===== src/rtl/vdiv_pkg.sv =====
package vdiv_pkg;
  typedef enum logic {
    MODE_SEARCH = 1'b0,
    MODE_STD    = 1'b1
  } div_mode_t;
endpackage


===== src/rtl/vdiv_window.sv =====
// Window decode: decides, from the half-line count, whether a sync edge is
// accepted and whether the flywheel must restart the field itself.
module vdiv_window
  import vdiv_pkg::*;
#(
  parameter int CW       = 10,
  parameter int FREE_LEN = 525,
  parameter int SRCH_LO  = 488,
  parameter int SRCH_HI  = 576,
  parameter int WIN_LO   = 522,
  parameter int WIN_HI   = 528
) (
  input  div_mode_t     mode,
  input  logic          edge_det,
  input  logic [CW-1:0] hcnt,
  input  logic          was_wrap,
  input  logic [CW-1:0] wrap_len,
  output logic          accept,
  output logic          insert,
  output logic          is_std,
  output logic [CW:0]   len_sel
);
  localparam int SW = CW + 1;

  logic [SW-1:0] h_ext;
  logic [SW-1:0] late_len;
  logic          in_search_win;
  logic          in_std_win;

  always_comb begin
    h_ext    = {1'b0, hcnt};
    late_len = h_ext + {1'b0, wrap_len};
    len_sel  = h_ext;
    // a sync early in a self-started field may still close the previous one
    if (mode == MODE_SEARCH && was_wrap && h_ext < SW'(SRCH_LO))
      len_sel = late_len;
    in_search_win = (len_sel >= SW'(SRCH_LO)) && (len_sel <= SW'(SRCH_HI));
    in_std_win    = (h_ext >= SW'(WIN_LO)) && (h_ext <= SW'(WIN_HI));
    is_std        = (len_sel >= SW'(WIN_LO)) && (len_sel <= SW'(WIN_HI));
    if (mode == MODE_STD) begin
      accept = edge_det && in_std_win;
      insert = !accept && (h_ext >= SW'(WIN_HI));
    end else begin
      accept = edge_det && in_search_win;
      insert = !accept && (h_ext >= SW'(FREE_LEN));
    end
  end
endmodule


===== src/rtl/vdiv_mode_ctl.sv =====
// Search/standard mode machine with saturating hit and miss runs.
module vdiv_mode_ctl
  import vdiv_pkg::*;
#(
  parameter int ENTER_HITS = 16,
  parameter int EXIT_MISS  = 6
) (
  input  logic      clk,
  input  logic      rst,
  input  logic      accept,
  input  logic      insert,
  input  logic      is_std,
  output div_mode_t mode
);
  localparam int HW = $clog2(ENTER_HITS + 1);
  localparam int MW = $clog2(EXIT_MISS + 1);

  logic [HW-1:0] hits;
  logic [MW-1:0] misses;

  always_ff @(posedge clk) begin
    if (rst) begin
      mode   <= MODE_SEARCH;
      hits   <= '0;
      misses <= '0;
    end else if (mode == MODE_SEARCH) begin
      if (accept) begin
        if (!is_std) begin
          hits <= '0;
        end else if (hits == HW'(ENTER_HITS - 1)) begin
          mode   <= MODE_STD;
          hits   <= '0;
          misses <= '0;
        end else begin
          hits <= hits + 1'b1;
        end
      end
    end else begin
      if (accept) begin
        misses <= '0;
      end else if (insert) begin
        if (misses == MW'(EXIT_MISS - 1)) begin
          mode   <= MODE_SEARCH;
          hits   <= '0;
          misses <= '0;
        end else begin
          misses <= misses + 1'b1;
        end
      end
    end
  end
endmodule


===== src/rtl/vdiv_pulse.sv =====
// Retriggerable fixed-width output pulse.
module vdiv_pulse #(
  parameter int PULSE_W = 12
) (
  input  logic clk,
  input  logic rst,
  input  logic restart,
  output logic vout
);
  localparam int PW = $clog2(PULSE_W);

  logic [PW-1:0] left;

  always_ff @(posedge clk) begin
    if (rst) begin
      vout <= 1'b0;
      left <= '0;
    end else if (restart) begin
      vout <= 1'b1;
      left <= PW'(PULSE_W - 1);
    end else if (left != '0) begin
      vout <= 1'b1;
      left <= left - 1'b1;
    end else begin
      vout <= 1'b0;
    end
  end
endmodule


===== src/rtl/vsync_countdown.sv =====
module vsync_countdown
  import vdiv_pkg::*;
#(
  parameter int FREE_LEN   = 525,
  parameter int SRCH_LO    = 488,
  parameter int SRCH_HI    = 576,
  parameter int WIN_LO     = 522,
  parameter int WIN_HI     = 528,
  parameter int PULSE_W    = 12,
  parameter int ENTER_HITS = 16,
  parameter int EXIT_MISS  = 6,
  parameter int CW         = $clog2(SRCH_HI + 1)
) (
  input  logic          clk,
  input  logic          rst,
  input  logic          vsync_i,
  output logic          vout_o,
  output logic          std_mode_o,
  output logic [CW-1:0] field_len_o
);
  div_mode_t     mode;
  logic          vs_q;
  logic          edge_det;
  logic [CW-1:0] hcnt;
  logic          was_wrap;
  logic [CW-1:0] wrap_len;
  logic          accept;
  logic          insert;
  logic          is_std;
  logic [CW:0]   len_sel;
  logic          restart;

  assign edge_det   = vsync_i && !vs_q;
  assign restart    = accept || insert;
  assign std_mode_o = (mode == MODE_STD);

  vdiv_window #(
    .CW(CW), .FREE_LEN(FREE_LEN), .SRCH_LO(SRCH_LO), .SRCH_HI(SRCH_HI),
    .WIN_LO(WIN_LO), .WIN_HI(WIN_HI)
  ) u_window (
    .mode(mode), .edge_det(edge_det), .hcnt(hcnt), .was_wrap(was_wrap),
    .wrap_len(wrap_len), .accept(accept), .insert(insert), .is_std(is_std),
    .len_sel(len_sel)
  );

  vdiv_mode_ctl #(
    .ENTER_HITS(ENTER_HITS), .EXIT_MISS(EXIT_MISS)
  ) u_mode (
    .clk(clk), .rst(rst), .accept(accept), .insert(insert), .is_std(is_std),
    .mode(mode)
  );

  vdiv_pulse #(
    .PULSE_W(PULSE_W)
  ) u_pulse (
    .clk(clk), .rst(rst), .restart(restart), .vout(vout_o)
  );

  always_ff @(posedge clk) begin
    if (rst) begin
      vs_q        <= 1'b0;
      hcnt        <= '0;
      was_wrap    <= 1'b0;
      wrap_len    <= '0;
      field_len_o <= '0;
    end else begin
      vs_q <= vsync_i;
      if (restart)
        hcnt <= CW'(1);
      else if (hcnt != '1)
        hcnt <= hcnt + 1'b1;
      if (accept) begin
        was_wrap    <= 1'b0;
        field_len_o <= len_sel[CW-1:0];
      end else if (insert) begin
        was_wrap <= 1'b1;
        wrap_len <= hcnt;
      end
    end
  end
endmodule


===== config.mk =====
export PLATFORM = sky130hd
export DESIGN_NAME = vsync_countdown
export DESIGN_NICKNAME = d
export VERILOG_FILES = /design/src/rtl/vdiv_pkg.sv /design/src/rtl/vdiv_window.sv /design/src/rtl/vdiv_mode_ctl.sv /design/src/rtl/vdiv_pulse.sv /design/src/rtl/vsync_countdown.sv
export SDC_FILE = /design/constraint.sdc
export NUM_CORES = 1
export LEC_CHECK = 0
export ABC_AREA = 1
export BUFFER_PORTS_ARGS = -buffer_cell sky130_fd_sc_hd__buf_2
export CAP_MARGIN = 40
export CORE_MARGIN = 1
export CORE_UTILIZATION = 33
export CTS_CLUSTER_DIAMETER = 50
export DETAILED_ROUTE_END_ITERATION = 16
export MAX_ROUTING_LAYER = met4
export PLACE_DENSITY = 0.55
export SYNTH_ARGS = -nofsm -noshare
export SYNTH_HDL_FRONTEND = slang
export SYNTH_SLANG_ARGS = --single-unit

===== constraint.sdc =====
create_clock -name clk -period 2.9 [get_ports clk]
set_clock_uncertainty 0.1 [all_clocks]
set_input_delay 0.725 -clock clk [delete_from_list [all_inputs] [get_ports clk]]
set_output_delay 0.725 -clock clk [all_outputs]
set_load 0.01 [all_outputs]

==> metrics.md <==
| Metric | Value |
|---|---|
| Status | finished clean |
| PD cells | 358 nW/um^2 |
| Clk Latency, worst-skew pair | approximately 300 ps |
| GR Util met2 | 0.285 |
| Syn Inst Count | between 400 and 500 |
| Initial antenna violation count | 0 |
| Fillers | slightly below 900 |
| Final total power | between 1 and 1.5 mW |
| Congestion Overflow GR | 0 |
| Detailed placer's ending HPWL | ~5600 um |
| Sequential cell area | ~920 um^2 |
| # DRC | 0 |
| Placed instance count | about 560 |
| IO Port Bufs | 14 |
| Clk root buf | clkbuf_8 |
| Clock Tree Buf Depth | 2 |
| Post-synth top cells | nand2_1 (99), inv_1 (57), nor2_1 (50) |
| Number of buffers created by CTS | 5 |
| Least-Margin Pin Slew | around 370 ps |
| ANT nets after route | 0 |
| Setup crit start kind | register |
| Final worst path period share | 0.914 |
| WP buf/inv | 2 |
| Critical path class | reg -> reg |
| Crit path cell chain | ha_2 -> fa_2 -> nand3_2 -> nand3_2 -> nand2_1 -> nand2_1 -> nand2_1 -> nand3_1 -> nand2_1 -> inv_1 -> nand2_1 -> nand2_1 -> nand2_2 -> nand3_4 -> nand2_2 -> nand2_4 -> inv_8 -> nor2_4 -> nand2_4 -> a21oi_1 |
| Final hold vios | 0 |
| Final RePlAce weighted congestion | 0.869 |
| CTS Hold Buffers Added | 0 |
| Area leader, netlist | dfxtp_1 |
| Yosys cell types | 38 |
| Ports | 15 |
| Cell Area, Synth | between 2000 and 3000 um^2 |
| Gr busiest metal | met2 |
| Final Critical Period | between 2000 and 3000 ps |
| Area of the core | roughly 8400 um^2 |
| Vias per cell | around 4.9 |
| Row count | 33 |
| Max_slew headroom | 0.752 |
| Seq/Total Area, Yosys | 0.317 |
| Post-layout util | 0.397 |
| Fin area | approximately 3300 um^2 |
| H-tree levels | 2 |
| Initial Util | 0.346 |
| Worst-path clk slew | roughly 90 ps |
| DIE AREA | about 9000 um^2 |
| Layout cell share with drive strength beyond 1 | 0.177 |
| Met3 Track Usage GR | 0.0284 |
| Final wirelength | 7110 um |
| CTS tree | yes |
| Final Net Count | ~480 |
| Multi-input gate area | between 1500 and 2000 um^2 |
| Die X | between 90 and 100 um |
| DP Area | between 3000 and 4000 um^2 |
| Global-route wire length before repair | 11800 um |
| Drt first pass iters | 4 |
| Routed len/inst | between 10 and 15 um |
| Fmax | 0.377 GHz |
| Slew Viols, Final | 0 |
| Critical Path RT | between 2000 and 3000 ps |
| Sink Count | 46 |
| Synth warnings | 0 |
| Area contributors post-synth | dfxtp_1 (32%), nand2_1 (13%), inv_1 (7.4%), ha_1 (6.5%), nor2_1 (6.5%) |
| Peak supply drop | 195 uV |
| Leak | between 1.5 and 2 nW |
| Fin Setup TNS | 0 ps |
| Syn Area/Cell | approximately 6.7 um^2 |
| Most frequent cell after synthesis | nand2_1 |
| Area delta synth->final | 14.7% |
| Die H | around 96 um |
| Worst setup EP type | register |
| Syn nets | approximately 450 |
| GRT Total Usage | 0.174 |
| Max Cap Viol | 0 |
| Inserted Diodes | 0 |
| Hold crit path type | reg -> reg |
| Number of flops mapped to enable cells by yosys | 0 |
| Post-Layout Cell Count | roughly 570 |
| GRT met1 Usage | 0.208 |
| Share of Yosys cell area claimed by the top area cell type | 0.317 |
| Vias in the first global route | 2636 |
| Yosys reg bits | between 40 and 50 |
| Largest net degree at the start of global routing | 25 |
| Crit-path leading delay family | simple AND/OR/NAND/NOR gates |
| Ys flop type | dfxtp_1 |
| Ys async rst share | 0 |
| Detailed-route via count | ~2.8k |
| Final setup viols | 0 |
| Iter 0 DRT Violations | 152 |
| Cell repeated most along the worst path | nand2_1 |
| Worst-path fanout max | 17 |
| Crit-path slowest cell | fa_2 |
| Biggest cell delay along the critical path | about 380 ps |
| Crit path arrival time | around 2700 ps |
-- cell type report --
class,count,area share
repair buffers,32,0.0654
clock inverters,1,0.00225
inverters,63,0.0733
clock buffers,6,0.0218
flip-flops and latches,46,0.276
well taps,105,0.0394
multi-input cells,316,0.521
-- worst register-to-register path: cells and delay by family (launching register included) --
kind                       cells  cell delay, ps
AOI/OAI and AO/OA              1              50
buffers and inverters          2             200
DFF                            1             320
and+or+nand+nor               15            1270
adders and majority gates      2             580
-- flip-flops by register name (all words and copies together), names as in the netlist --
signal	flops
u_pulse.left	4
u_mode.misses	3
field_len_o	10
was_wrap	1
vs_q	1
hcnt	10
u_mode.mode	1
u_pulse.vout	1
wrap_len	10
u_mode.hits	5
-- power breakdown --
| part | internal [mW] | leakage [nW] | total (mW) | switching [mW] |
|---|---|---|---|---|
| sequential | 0.656 | 0.372 | 0.672 | 0.0163 |
| clock | 0.166 | 0.0373 | 0.375 | 0.210 |
| combinational | 0.0562 | 1.16 | 0.146 | 0.0899 |
| total | 0.878 | 1.57 | 1.19 | 0.316 |
-- metrics by stage --
step / worst slack, ps / hold WS, ps
finish: 249 / 366
global route: -6.72 / 406
CTS: 24.3 / 374
detailed placement: 16.2 / 352
global placement: 82.2 / 345
floorplan: 311 / 332
-- cells in the final DEF, fill, tap and decap left out, drive strengths merged, types with 5 or more instances in the layout --
cell type / netlist / routed
nand2: 111 / 111
inv: 62 / 62
nor2: 55 / 55
dfxtp: 46 / 46
nand3: 36 / 36
a21oi: 32 / 32
buf: 6 / 32
o21ai: 29 / 29
ha: 15 / 15
nand4: 9 / 9
nor3: 9 / 9
clkbuf: 2 / 6
xnor2: 5 / 5
-- what timing repair did --
action / in CTS / in global routing
setup endpoints to repair: 7 / 44
setup buffers: 0 / 3
pin swaps: 0 / 3
resized for setup: 1 / 15
cloned: 0 / 0
-- cells by family (layout without fill, tap and decap cells) --
logic type,Yosys count,count (layout),synth area share
and+or+nand+nor,226,226,0.358
buffers and inverters,71,102,0.102
AOI/OAI and AO/OA,68,68,0.133
DFF,46,46,0.317
adders and majority gates,16,16,0.0715
xor gates and xnor gates,6,6,0.0181
-- layer usage --
metal  vias to the layer above  share of wire
met4                         0          0.035
met1                      1257           0.48
met3                        18          0.032
li1                       1453              -
met5                         -              0
met2                        40           0.46
-- worst paths after layout --
check / slack [ps] / cells after the start / startpoint / to
setup / recovery: 250 / 20 / hcnt[0]$_SDFFE_PP0P_ / hcnt[2]$_SDFFE_PP0P_
hold / removal: 370 / 1 / field_len_o[2]$_SDFFE_PP0P_ / field_len_o[2]$_SDFFE_PP0P_
setup reg to reg: 250 / 20 / hcnt[0]$_SDFFE_PP0P_ / hcnt[2]$_SDFFE_PP0P_
hold reg to reg: 370 / 1 / field_len_o[2]$_SDFFE_PP0P_ / field_len_o[2]$_SDFFE_PP0P_
No activity file was read; power rests on OpenSTA's default activity.
